## src/rtl/rb3_pkg.sv

```systemverilog
// Shared definitions for the three-moduli residue-to-binary converter.
// Assumes: nothing beyond a parameter M >= 2 chosen by the user.
package rb3_pkg;

    // Selects how the final modulo 2^W-1 addition is built.
    typedef enum int {
        ADD_WRAP_FOLD   = 0,  // add, re-add carry-out, map all-ones to zero
        ADD_DUAL_SELECT = 1   // form s+c and s+c+1, pick by carry of the latter
    } add_style_e;

    // Number of terms summed modulo 2^(4m)-1.
    localparam int NUM_TERMS = 5;

    // Word width derived from the modulus parameter m.
    function automatic int word_width(input int m);
        return 4 * m;
    endfunction

endpackage

```

## src/rtl/rb3_operand_gen.sv

```systemverilog
// Builds the five 4M-bit terms whose sum modulo 2^(4M)-1 is the binary value.
// Each term is a weighted residue reduced by rotation, complement and fill;
// no arithmetic is performed here.
// Assumes: M >= 2; residues are in range (not checked).
module rb3_operand_gen #(
    parameter int M = 4,
    localparam int W = rb3_pkg::word_width(M)
) (
    input  logic [M-1:0]   res_a,
    input  logic [M:0]     res_b,
    input  logic [2*M:0]   res_c,
    output logic [W-1:0]   term [rb3_pkg::NUM_TERMS]
);

    logic [W-1:0] a_rep;   // res_a repeated four times
    logic [W-1:0] b_wide;  // res_b zero-extended
    logic [W-1:0] b_pair;  // res_b placed at bit 0 and bit 2M
    logic [W-1:0] c_wide;  // res_c zero-extended

    // Spread the residues into word-wide helper vectors.
    always_comb begin
        a_rep  = {4{res_a}};
        b_wide = W'(res_b);
        c_wide = W'(res_c);
        b_pair = b_wide | (b_wide << (2 * M));
    end

    // Form the five terms by rotation, complement and constant fill.
    always_comb begin
        // term from res_a: four copies rotated right by two
        term[0] = (a_rep >> 2) | (a_rep << (W - 2));
        // positive part of res_b: two zero-padded copies rotated right by two
        term[1] = (b_pair >> 2) | (b_pair << (W - 2));
        // negative part of res_b: complemented copies in a field of ones
        term[2] = ~((b_wide << (M - 2)) | (b_wide << (3 * M - 2)));
        // positive part of res_c: rotated right by one
        term[3] = (c_wide >> 1) | (c_wide << (W - 1));
        // negative part of res_c: complement on top of 2M-1 ones
        term[4] = ~(c_wide << (2 * M - 1));
    end

endmodule

```

## src/rtl/rb3_csa_eac.sv

```systemverilog
// One carry-save stage modulo 2^W-1: three words in, sum and carry out.
// The carry word is rotated left one place so the top carry re-enters at bit 0.
// Assumes: W >= 2.
module rb3_csa_eac #(
    parameter int W = 16
) (
    input  logic [W-1:0] in_x,
    input  logic [W-1:0] in_y,
    input  logic [W-1:0] in_z,
    output logic [W-1:0] sum_o,
    output logic [W-1:0] carry_o
);

    logic [W-1:0] gen;

    // One full adder per bit position.
    for (genvar i = 0; i < W; i++) begin : g_bit
        // Per-bit sum and majority carry.
        always_comb begin
            sum_o[i] = in_x[i] ^ in_y[i] ^ in_z[i];
            gen[i]   = (in_x[i] & in_y[i]) | (in_x[i] & in_z[i]) | (in_y[i] & in_z[i]);
        end
    end

    // End-around rotation of the carry word.
    always_comb carry_o = {gen[W-2:0], gen[W-1]};

endmodule

```

## src/rtl/rb3_modadd.sv

```systemverilog
// Adds two W-bit words modulo 2^W-1 and returns the canonical result in
// [0, 2^W-2]. STYLE picks the construction; both give the same value.
// Assumes: inputs are any W-bit words.
module rb3_modadd #(
    parameter int W = 16,
    parameter rb3_pkg::add_style_e STYLE = rb3_pkg::ADD_WRAP_FOLD
) (
    input  logic [W-1:0] op_s,
    input  logic [W-1:0] op_c,
    output logic [W-1:0] result
);

    if (STYLE == rb3_pkg::ADD_WRAP_FOLD) begin : g_wrap
        logic [W:0]   raw;
        logic [W-1:0] wrapped;
        // Add, re-add the carry-out, then fold the all-ones code to zero.
        always_comb begin
            raw     = {1'b0, op_s} + {1'b0, op_c};
            wrapped = raw[W-1:0] + W'(raw[W]);
            result  = (&wrapped) ? '0 : wrapped;
        end
    end else begin : g_select
        logic [W:0] plain;
        logic [W:0] plus1;
        // A carry out of s+c+1 means s+c >= 2^W-1, so s+c+1-2^W is the answer.
        always_comb begin
            plain  = {1'b0, op_s} + {1'b0, op_c};
            plus1  = plain + {{W{1'b0}}, 1'b1};
            result = plus1[W] ? plus1[W-1:0] : plain[W-1:0];
        end
    end

endmodule

```

## src/rtl/rb3_converter.sv

```systemverilog
// Residue-to-binary converter for moduli 2^M-1, 2^M+1, 2^(2M)+1.
// Terms are reduced by a chain of end-around-carry CSA stages and a final
// modulo adder; the result is registered once (synchronous active-low reset).
// Assumes: residues in range; M >= 2.
module rb3_converter #(
    parameter int M = 4,
    parameter rb3_pkg::add_style_e ADD_STYLE = rb3_pkg::ADD_WRAP_FOLD,
    localparam int W = rb3_pkg::word_width(M)
) (
    input  logic           clk,
    input  logic           rst_n,
    input  logic [M-1:0]   res_a,
    input  logic [M:0]     res_b,
    input  logic [2*M:0]   res_c,
    output logic [W-1:0]   bin_out
);

    localparam int NSTAGE = rb3_pkg::NUM_TERMS - 2;

    logic [W-1:0] term   [rb3_pkg::NUM_TERMS];
    logic [W-1:0] acc_s  [NSTAGE + 1];
    logic [W-1:0] acc_c  [NSTAGE + 1];
    logic [W-1:0] mod_sum;

    rb3_operand_gen #(.M(M)) u_terms (
        .res_a (res_a),
        .res_b (res_b),
        .res_c (res_c),
        .term  (term)
    );

    // Seed the carry-save chain with the first two terms.
    always_comb begin
        acc_s[0] = term[0];
        acc_c[0] = term[1];
    end

    // Each stage folds one further term into the running sum/carry pair.
    for (genvar g = 0; g < NSTAGE; g++) begin : g_stage
        rb3_csa_eac #(.W(W)) u_csa (
            .in_x    (acc_s[g]),
            .in_y    (acc_c[g]),
            .in_z    (term[g + 2]),
            .sum_o   (acc_s[g + 1]),
            .carry_o (acc_c[g + 1])
        );
    end

    rb3_modadd #(.W(W), .STYLE(ADD_STYLE)) u_final (
        .op_s   (acc_s[NSTAGE]),
        .op_c   (acc_c[NSTAGE]),
        .result (mod_sum)
    );

    // Output register with synchronous clear.
    always_ff @(posedge clk) begin
        if (!rst_n) bin_out <= '0;
        else        bin_out <= mod_sum;
    end

endmodule

```

## config.mk

```make
export PLATFORM = sky130hd
export DESIGN_NAME = rb3_converter
export DESIGN_NICKNAME = d
export VERILOG_FILES = /design/src/rtl/rb3_pkg.sv /design/src/rtl/rb3_operand_gen.sv /design/src/rtl/rb3_csa_eac.sv /design/src/rtl/rb3_modadd.sv /design/src/rtl/rb3_converter.sv
export SDC_FILE = /design/constraint.sdc
export NUM_CORES = 1
export LEC_CHECK = 0
export CORE_MARGIN = 1
export CORE_UTILIZATION = 50
export DETAILED_ROUTE_END_ITERATION = 7
export DONT_BUFFER_PORTS = 1
export GPL_TIMING_DRIVEN = 0
export MAX_ROUTING_LAYER = met4
export PLACE_DENSITY = 0.67
export SLEW_MARGIN = 20
export SYNTH_ARGS = -nofsm -noshare
export SYNTH_HDL_FRONTEND = slang
export SYNTH_HIERARCHICAL = 1
export SYNTH_SLANG_ARGS = --single-unit
```

## constraint.sdc

```tcl
create_clock -name clk -period 7.34 [get_ports clk]
set_clock_uncertainty 0.05 [all_clocks]
set_input_delay 0.367 -clock clk [delete_from_list [all_inputs] [get_ports clk]]
set_output_delay 0.367 -clock clk [all_outputs]
set_load 0.02 [all_outputs]
```

## Word-level counts from Yosys, hierarchy flattened

Cells that the tools add are included.

- Bitwise operators: 344
- Reductions and logical operators: 2
- Add/sub/neg operators: 2

Operators by type and width:

| kind | count |
|---|---|
| 1-bit AND | 144 |
| 1-bit bitwise OR | 96 |
| 1-bit bitwise XOR | 96 |
| 14-bit by 16-bit bitwise OR with 16-bit output | 2 |
| 16-bit by 16-bit adder with 17-bit output | 1 |
| 16-bit by 1-bit adder with 16-bit output | 1 |
| 15-bit NOT with 16-bit output | 1 |
| 16-bit NOT | 1 |
| 8-bit by 16-bit bitwise OR with 16-bit output | 1 |
| 16-bit AND reduction | 1 |
| 7-bit by 15-bit bitwise OR with 15-bit output | 1 |
| 5-bit by 13-bit bitwise OR with 13-bit output | 1 |
| 2-bit OR reduction | 1 |
| 1-bit NOT | 1 |

- Input bits: 20
- Output and inout port bits: 16
- Word-level logic and storage cells: 349
- Register bits: 16

## Longest topological paths before layout

- Depth after elaboration: 15
- Mapped depth: 26
- Depth with buffers taken out: 24

## Cells and area by module

Netlist, hierarchy kept.

Modules (own cells, without submodules):

| module | sequential area each (sq um) | times used | cells an instance | area each (sq um) |
|---|---|---|---|---|
| rb3_modadd | 0.0 | 1 | 213 | 1552.7 |
| rb3_csa_eac | 0.0 | 3 | 16 | 320.3 |
| rb3_operand_gen | 0.0 | 1 | 82 | 555.5 |
| rb3_converter | 320.3 | 1 | 33 | 446.7 |

## Least setup slack after synthesis

OpenSTA, ideal clock, no wires.

- Path kind: input -> register
- Start point: in res_a[2]
- End point: reg bin_out[13]
- Data arrival time: 5.932 ns
- Buffers on the path: 2
- Required time: 7.174 ns
- Path slack: 1.242 ns
- Library setup time: 0.116 ns
- Cell stages on the path: 25
- Path through: buf_4 > fa_1 > fa_1 > fa_1 > ha_1 > fa_1 > a21oi_2 > o21ai_1 > a211oi_4 > o21ai_0 > a21oi_1 > o21bai_1 > a21o_1 > ha_1 > ha_1 > xor2_1 > nand3_1 > nor4_1 > nand3_1 > a2111oi_2 > o2111ai_1 > nor4_4 > buf_6 > nor2_1 > and2_2

RTL lines:

| item | line | source |
|---|---|---|
| from (decl) | rb3_converter.sv:12 | `input logic [M-1:0] res_a,` |
| to (signal assigned) | rb3_converter.sv:58 | `else bin_out <= mod_sum;` |
| to (decl) | rb3_converter.sv:15 | `output logic [W-1:0] bin_out` |

==> metrics.yaml <==
run_status:
  status: "completed"
floorplanning:
  ios: 36
  coreArea_mm2: 0.006794
  die_x_um: 85.86
  row_count: 30
  die_h_um: 85.86
  initial_utilization_pct: 51.75
  die_area_mm2: 0.007371
timing:
  finalSetupTns_ps: 0
  setup_ws_ps: 827.1
  max_slew_margin_pct: 54.60
  finalHoldViolCount: 0
  setup_viol: 0
  maxSlewViolCount: 0
  rsz0062_at_grt: "no"
  fin_crit_sh_pct: 88.73
  fmax_mhz: 153.5
  tightest_slew_ps: 676.3
  fin_crit_ps: 6513
clock_tree:
  cts_resized: 0
  clkTransAtPathRegs_ps: 50
  cts_hold_buf: 0
  htree_levels: 1
  cts_tree: "yes"
  cts_setup_buffers: 0
  cts_buffer_depth: 2
  numCtsBuffers: 3
  cts_sinks: 16
  root_buffer: "clkbuf_8"
cells_and_area:
  largest-register: "bin_out"
  mostFrequentLayoutCell: "buf_4"
  num-nets-final: 492
  num_antenna_cells: 0
  post-route-cell-area_mm2: 0.003767
  fillers: 623
  final_core_util_pct: 55.45
  area_growth_pct: 7.153
  largest_reg_flops: 16
  reg_top3: "bin_out: 16 flops"
  final_cell_mix: "buf_4, fa_1, conb_1, nor2_1, inv_1"
  drive_gt1_share_pct: 27.30
  stdcell_count: 499
synth:
  seq_area_frac_synth_pct: 9.110
  ys_types: 60
  synth_seq_cells: 16
  synth-main-ff-cell: "dfxtp_1"
  ys.warnings.count: 6
  synth_edf_count: 0
  synth_cells: 376
  syn_area_mm2: 0.003516
  postSynth.asyncResetShare_pct: 0
  syn_avg_cell_area_um2: 9.351
worst_setup_path:
  crit_path_end_kind: "flop"
  start_kind: "primary input"
  max_stage_delay_ps: 510
  worstSetupPathDepth: 25
  timing.critical_path.mode_cell: "fa_1"
  crit_family: "adder cells"
  cp.arrival_ps: 6600
  slowest_stage: "fa_1"
  critPathRequiredTime_ps: 7430
  cp_max_fo: 10
  path_class: "primary input to flop"
  path_buf_inv: 2
power:
  vdd_drop_max_mv: 0.1452
  power_density_mw_per_mm2: 415.8
  leakage_uw: 0.001681
  power_frac_seq_pct: 11.7
  p_comb_share_pct: 84.5
  internal-power_uw: 737.4
  p_sw_uw: 829.2
  power.share.clock_pct: 3.9
  p_sw_share_pct: 52.93
global_routing:
  grt_pass1_wl_um: 11070
  grt_max_degree: 11
  overflow: 0
  grt_pass1_vias: 2459
  antenna_found_initial: 0
  track_usage_pct: 19.89
routing:
  drt_iter0_markers: 100
  ant_nets: 0
  vias: 2440
  wl_per_cell_um: 12.91
  vias_per_cell: 4.890
  wl_um: 6441
  drc: 0
  dr.pass1.iters: 4
place:
  dpl_worst_slack_ps: 566.8
  placed_cells: 496
  hpwl_um: 5812
  placedInstanceArea_mm2: 0.003726
  place_congestion: 0.8639
  io_buffer_count: 0
hold_path:
  hold_path_depth: 1
  hold_path.class: "primary input to flop"
run:
  cap_viol_max_count: 0
area by class of cell:
type | count | area, µm² | share of cell area [%]
clock buffers | 3 | 41.29 | 1.096
inverters | 23 | 86.33 | 2.292
plain buffers | 76 | 563.0 | 14.95
flip-flops and latches | 16 | 320.3 | 8.502
well taps | 96 | 120.1 | 3.188
multi-input cells | 285 | 2636 | 69.98
worst paths after layout:
check / start / endpoint
setup / recovery: res_a[2] / bin_out[13]$_SDFF_PN0_
hold / removal: rst_n / bin_out[1]$_SDFF_PN0_
power by group through the flow:
stage / combinational [µW] / clock [µW] / sequential [µW]
after floorplan: 1080 / 0 / 183
after global placement: 1290 / 0 / 184
after CTS: 1320 / 62.8 / 183
after global routing: 1480 / 67.1 / 188
final: 1320 / 60.5 / 183
after detailed placement: 1310 / 0 / 186
per-stage QoR:
stage               power (µW)  hold slack [ps]
global placement          1477            455.3
finish                    1567            210.0
CTS                       1570            205.7
detailed placement        1499            458.2
global route              1740            200.3
floorplan                 1267            453.2
synth_stat cells, types with 9 or more instances:
| cell | count | area share, % |
|---|---|---|
| a21oi_1 | 14 | 2.0 |
| and2_2 | 12 | 2.6 |
| buf_4 | 68 | 15 |
| dfxtp_1 | 16 | 9.1 |
| fa_1 | 49 | 28 |
| ha_1 | 18 | 6.4 |
| inv_1 | 23 | 2.5 |
| nand2_1 | 9 | 0.96 |
| nand3_1 | 14 | 2.0 |
| nor2_1 | 24 | 2.6 |
| xnor2_1 | 9 | 2.2 |
cell families (layout without fill, tap and decap cells):
group | after synthesis | in the layout | synth area share [%]
xor+xnor | 19 | 19 | 5.161
other cells | 2 | 26 | 0.2136
mux | 2 | 2 | 0.6050
flops | 16 | 16 | 9.110
buf+inv | 99 | 102 | 18.47
compound gates | 61 | 61 | 13.70
fa+ha+maj | 67 | 67 | 34.31
simple gates | 110 | 110 | 18.43
routing by layer:
layer | GRT usage, % | part of all wire (%)
met5 | - | 0
met4 | 5.152 | 1.4
met3 | 1.540 | 2.5
met2 | 37.38 | 52
met1 | 22.78 | 44
(Power assumes the default switching activity.)
